## config.mk

```make
export PLATFORM = sky130hd
export DESIGN_NAME = page_xlate_guard
export DESIGN_NICKNAME = d
export VERILOG_FILES = /design/src/rtl/pxg_pkg.sv /design/src/rtl/pxg_capture.sv /design/src/rtl/pxg_table.sv /design/src/rtl/page_xlate_guard.sv
export SDC_FILE = /design/constraint.sdc
export NUM_CORES = 2
export LEC_CHECK = 0
export BUFFER_PORTS_ARGS = -buffer_cell sky130_fd_sc_hd__buf_2
export CAP_MARGIN = 20
export CORE_ASPECT_RATIO = 0.6
export CORE_MARGIN = 5
export CORE_UTILIZATION = 35
export CTS_CLUSTER_SIZE = 28
export DETAILED_ROUTE_END_ITERATION = 7
export PLACE_DENSITY_LB_ADDON = 0.25
export SLEW_MARGIN = 40
export SYNTH_ARGS = -nofsm -noshare
export SYNTH_HDL_FRONTEND = slang
export SYNTH_SLANG_ARGS = --single-unit
```

## constraint.sdc

```tcl
create_clock -name clk_i -period 3.5 [get_ports clk_i]
set_clock_uncertainty 0.2 [all_clocks]
set_input_delay 0.175 -clock clk_i [delete_from_list [all_inputs] [get_ports clk_i]]
set_output_delay 0.175 -clock clk_i [all_outputs]
set_load 0.02 [all_outputs]
```

## src/rtl/pxg_pkg.sv

```systemverilog
package pxg_pkg;
    parameter int ADDR_W = 16;
    parameter int GSEL_W = 4;
    parameter int IDX_W  = 4;
    parameter int PAGE_W = 8;
    parameter int LOCK_W = 4;

    localparam int OFF_W   = ADDR_W - IDX_W;
    localparam int PHYS_W  = PAGE_W + OFF_W;
    localparam int N_GRP   = 1 << GSEL_W;
    localparam int N_ENT   = 1 << IDX_W;
    localparam int EXT_W   = PHYS_W - ADDR_W;

    typedef struct packed {
        logic [PAGE_W-1:0] page;
        logic [LOCK_W-1:0] lock;
    } pte_t;

    typedef struct packed {
        logic              stb_prev;
        logic              valid;
        logic              mem;
        logic [GSEL_W-1:0] grp;
        logic [LOCK_W-1:0] key;
        logic [ADDR_W-1:0] addr;
    } snap_t;
endpackage

```

## src/rtl/pxg_capture.sv

```systemverilog
module pxg_capture
    import pxg_pkg::*;
(
    input  logic              clk_i,
    input  logic              rst_ni,
    input  logic              stb_i,
    input  logic [ADDR_W-1:0] addr_i,
    input  logic [GSEL_W-1:0] grp_i,
    input  logic [LOCK_W-1:0] key_i,
    input  logic              mem_i,
    output snap_t             snap_o
);
    snap_t snap_d, snap_q;

    always_comb begin
        snap_d          = snap_q;
        snap_d.stb_prev = stb_i;
        if (snap_q.stb_prev && !stb_i) begin
            snap_d.valid = 1'b1;
            snap_d.addr  = addr_i;
            snap_d.grp   = grp_i;
            snap_d.key   = key_i;
            snap_d.mem   = mem_i;
        end
    end

    always_ff @(posedge clk_i or negedge rst_ni) begin
        if (!rst_ni) snap_q <= '0;
        else         snap_q <= snap_d;
    end

    assign snap_o = snap_q;
endmodule

```

## src/rtl/pxg_table.sv

```systemverilog
module pxg_table
    import pxg_pkg::*;
(
    input  logic              clk_i,
    input  logic              rst_ni,
    input  logic              wr_en_i,
    input  logic [GSEL_W-1:0] wr_grp_i,
    input  logic [IDX_W-1:0]  wr_idx_i,
    input  pte_t              wr_pte_i,
    input  logic [GSEL_W-1:0] rd_grp_i,
    input  logic [IDX_W-1:0]  rd_idx_i,
    output pte_t              rd_pte_o
);
    pte_t tbl_d [N_GRP][N_ENT];
    pte_t tbl_q [N_GRP][N_ENT];

    always_comb begin
        tbl_d = tbl_q;
        if (wr_en_i) tbl_d[wr_grp_i][wr_idx_i] = wr_pte_i;
    end

    always_ff @(posedge clk_i or negedge rst_ni) begin
        if (!rst_ni) begin
            for (int g = 0; g < N_GRP; g++) begin
                for (int e = 0; e < N_ENT; e++) begin
                    tbl_q[g][e].page <= PAGE_W'(e);
                    tbl_q[g][e].lock <= '0;
                end
            end
        end else begin
            tbl_q <= tbl_d;
        end
    end

    assign rd_pte_o = tbl_q[rd_grp_i][rd_idx_i];
endmodule

```

## src/rtl/page_xlate_guard.sv

```systemverilog
module page_xlate_guard
    import pxg_pkg::*;
(
    input  logic              clk_i,
    input  logic              rst_ni,
    input  logic [0:15]       addr_data_i,
    input  logic              addr_stb_i,
    input  logic [3:0]        grp_sel_i,
    input  logic [3:0]        key_i,
    input  logic              mem_cycle_i,
    input  logic              wr_en_i,
    input  logic [3:0]        wr_grp_i,
    input  logic [3:0]        wr_idx_i,
    input  logic [7:0]        wr_page_i,
    input  logic [3:0]        wr_lock_i,
    output logic [7:0]        phys_page_o,
    output logic [19:0]       phys_addr_o,
    output logic              prot_err_o
);
    // Bus bit 0 is the MSB; copying into a descending vector keeps that.
    logic [ADDR_W-1:0] bus_msb_first;
    assign bus_msb_first = addr_data_i;

    snap_t snap;
    pte_t  sel_pte;
    pte_t  wr_pte;

    assign wr_pte.page = wr_page_i;
    assign wr_pte.lock = wr_lock_i;

    pxg_capture u_capture (
        .clk_i  (clk_i),
        .rst_ni (rst_ni),
        .stb_i  (addr_stb_i),
        .addr_i (bus_msb_first),
        .grp_i  (grp_sel_i),
        .key_i  (key_i),
        .mem_i  (mem_cycle_i),
        .snap_o (snap)
    );

    pxg_table u_table (
        .clk_i    (clk_i),
        .rst_ni   (rst_ni),
        .wr_en_i  (wr_en_i),
        .wr_grp_i (wr_grp_i),
        .wr_idx_i (wr_idx_i),
        .wr_pte_i (wr_pte),
        .rd_grp_i (snap.grp),
        .rd_idx_i (snap.addr[ADDR_W-1 -: IDX_W]),
        .rd_pte_o (sel_pte)
    );

    logic [PHYS_W-1:0] phys;

    always_comb begin
        if (snap.mem) phys = {sel_pte.page, snap.addr[OFF_W-1:0]};
        else          phys = {{EXT_W{1'b0}}, snap.addr};
    end

    assign phys_addr_o = phys;
    assign phys_page_o = phys[PHYS_W-1 -: PAGE_W];
    assign prot_err_o  = snap.valid && snap.mem && (snap.key != sel_pte.lock);
endmodule

```

==> results.cfg <==
[status]
status = finished, violations left
violations = antenna rules, setup timing

[grt]
grt_first_pass_wirelength_um = 656800
grt_overflow = 0
grt_max_degree = 143
grt_antenna_before_repair = 53
gr-usage-all-layers_pct = 21.52
grt_pass1_vias = 87030

[critical_path]
worstSetupStartpointType = flip-flop
crit_buf_inv = 6
cp-end-kind = primary output
r2r-start = u_capture.snap_o[26]$_DFF_PN0_
reg2reg_to = u_capture.snap_o[24]$_DFFE_PN0P_
cp_common_cell = mux4_2
crit_type = reg -> out
worstPathArrival_ns = 4.86
cpLargestDelayFamily = multiplexers
slowest_delay_ns = 0.64
required_ns = 3.12
cp_max_fo = 8
cp_num_cells = 11
crit_chain = buf_12 -> buf_16 -> buf_4 -> buf_12 -> buf_16 -> mux4_2 -> mux4_2 -> mux4_2 -> mux4_2 -> and2_4 -> buf_6
cp-startpoint = u_capture.snap_o[20]$_DFFE_PN0P_
slowest_stage = mux4_2
endpoint = phys_page_o[7]
r2r_cells = 4
rrSetupSlack_ns = 1.45

[synth]
synthTopCellsByCount = 3098 x mux2_2, 2587 x dfrtp_1, 900 x mux4_2
synth-main-ff-cell = dfrtp_1
syn_area_mm2 = 0.1412
ys_seq_area_share_pct = 55.36
synthSimpleGateAreaFrac_pct = 1.321
synth_xor_area_share_pct = 0.02480
postSynthAreaPerCell_um2 = 16.20
ys_top_cells_by_area = dfrtp_1 46%, mux2_2 25%, mux4_2 14%, dfstp_2 9.5%, clkbuf_1 1.9%
muxShareOfSynthArea_pct = 39.54
async_flop_share_pct = 100.0
synth_edf_count = 0
synth_top_cell_by_area = dfrtp_1
yosysMostFrequentCell = mux2_2
synth_top_family_by_area = multiplexers
yosysWarnings = 0
synth_cells = 8719
syn-num-nets = 8768
ys_ff_latch = 3099
yosysTopAreaCellShare_pct = 45.83
synth_compound_area_share_pct = 1.084
synth-adder-area-share_pct = 0
synth_cell_types = 39

[timing]
fmax_mhz = 191.2
setup_violations = 17
rsz0062_at_grt = true
fin_crit_ns = 5.231
worst_slack_ns = -1.731
worst_pin_slew_ns = 0.9226
slew_viol_final = 0
finalCritPeriodShare_pct = 149.5
slew_headroom_pct = 38.49
finalHoldViolCount = 0

[drt]
drc_errors = 0
dr.pass1.iters = 6
drt_iter0_markers = 7434
wire_per_inst_um = 30.57
drt-vias-per-instance = 5.595
routed_wl_um = 452100
drt.antenna.violating_nets = 1
vias = 82734

[place]
gp_congestion = 0.8424
dp.cells = 14049
dpl.hpwl_um = 305700
io_buffer_count = 77
place_area_mm2 = 0.1526

[finish]
final_area_mm2 = 0.1657
final-seq-area_mm2 = 0.07821
fin_nets = 9182
multi_input_area_mm2 = 0.05990
fillers = 35831
stdcell_count = 14788
syn_to_final_growth_pct = 17.29
drive_above_1_share_pct = 64.46

[clocking]
htreeDepth = 5
clk_pin_slew_worst_paths_ns = 0.06
clkLatencyLatePin_ns = 0.90
cts_tree = done
clkSinkCount = 3099
clock_tree.root_cell = clkbuf_16
cts_inserted_buffers = 307
cts.path.max_buffers = 4

[power_and_ir_drop]
switching_share_pct = 26.16
ir_drop_uv = 347.8
p_leak_nw = 75.83
pwr-share-clk_pct = 40.4
p_comb_share_pct = 14.4
p_per_area_mw_per_mm2 = 516.7
seqPwrFrac_pct = 45.2
intPower_w = 0.06321
p_sw_w = 0.02239

[run]
cap_violations = 0

[worst_hold_path]
holdPathStages = 5
hp-class = in -> reg

[die]
die_h_um = 502.1
io_pins = 78
start_util_pct = 35.19
die_w_um = 830.1
dieArea_mm2 = 0.4168
core_area_mm2 = 0.4013
rows = 180
==> sequential cells by signal (all words and copies together), names as in the netlist <==
| signal | count |
|---|---|
| u_capture.snap_o | 27 |
| u_table.tbl_q | 3072 |
==> timing repair <==
item,4_1_cts,5_1_grt
hold buffers,71,0
endpoints found under the setup margin,17,17
pin swaps,21,8
setup buffers,42,19
resized for setup,184,24
hold endpoints to repair,3853,0
gates cloned,16,0
==> layer usage <==
metal,vias up,GRT usage (%),wire (um)
met5,-,0,104
met4,16,4.218,9105
met3,508,6.038,38040
met2,2511,28.94,181800
met1,46357,34.18,223100
li1,33342,-,-
==> stage by stage <==
| step | total power (W) | setup slack [ns] | utilization (%) | hold WS, ns | setup TNS [ns] |
|---|---|---|---|---|---|
| 3_3_place_gp | 0.05048 | -2.156 | 37.99 | -0.05916 | -20.71 |
| 2_1_floorplan | 0.04531 | 0.003313 | - | -0.3206 | 0 |
| 3_5_place_dp | 0.05083 | -1.549 | 38.02 | -0.06113 | -14.88 |
| 4_1_cts | 0.08633 | -1.675 | 41.16 | 0.01422 | -27.04 |
| 6_report | 0.08560 | -1.731 | 41.28 | 0.07179 | -27.35 |
| 5_1_grt | 0.08873 | -1.820 | 41.26 | 0.06003 | -28.60 |
==> placed cells by master, fill, tap and decap left out, drive strengths merged, types with 12 or more instances in the layout <==
cell type,synthesis,layout
mux2i,69,69
clkbuf,711,452
buf,184,925
clkinv,0,66
clkinvlp,0,14
mux4,900,900
o221ai,28,28
a21oi,53,53
o21bai,12,12
nand2,151,151
nor2,186,186
bufinv,0,19
nor4,22,22
nor3,14,14
dfstp,512,512
mux2,3098,3098
a22oi,96,96
nor2b,12,12
diode,0,35
dlygate4sd3,0,70
dfrtp,2587,2587
==> power groups by stage <==
stage / registers [W] / clock network [W] / logic, W
2_1_floorplan: 0.0389 / 0 / 0.00638
3_3_place_gp: 0.0392 / 0 / 0.0113
3_5_place_dp: 0.0393 / 0 / 0.0115
4_1_cts: 0.0387 / 0.0353 / 0.0123
5_1_grt: 0.0389 / 0.0368 / 0.0131
6_report: 0.0387 / 0.0346 / 0.0123
==> tightest hold or removal path, cell delays in order <==
cell	delay [ns]
buf_2	0.26
nor4_2	0.10
nand2_1	0.10
buf_4	0.29
mux2_2	0.21
==> area by class of cell <==
type / count / area share [%]
Tap cell: 5369 / 4.055
Antenna cell: 35 / 0.05287
Clock inverter: 108 / 0.6956
Multi-Input combinational cell: 4724 / 36.16
Clock buffer: 452 / 5.536
Timing Repair Buffer: 1000 / 6.286
Sequential cell: 3099 / 47.21
Inverter: 1 / 0.002266
==> worst min-delay path by stage <==
stage | startpoint | endpoint
after global placement | rst_ni | u_table.tbl_q[2940]$_DFFE_PN0P_
after detailed placement | rst_ni | u_table.tbl_q[2940]$_DFFE_PN0P_
after global routing | grp_sel_i[1] | u_capture.snap_o[21]$_DFFE_PN0P_
after floorplan | rst_ni | u_capture.snap_o[0]$_DFFE_PN0P_
final | wr_grp_i[0] | u_table.tbl_q[2927]$_DFFE_PN0P_
after CTS | wr_en_i | u_table.tbl_q[919]$_DFFE_PN0P_
==> cells by family (layout without fill, tap and decap cells) <==
family | after synthesis | in the layout
multiplexers | 4067 | 4067
flip-flops | 3099 | 3099
buffers and inverters | 896 | 1561
AND/OR/NAND/NOR | 433 | 433
AO/OA/AOI/OAI | 220 | 220
XOR/XNOR | 4 | 4
other | 0 | 35
(Power assumes the default switching activity.)
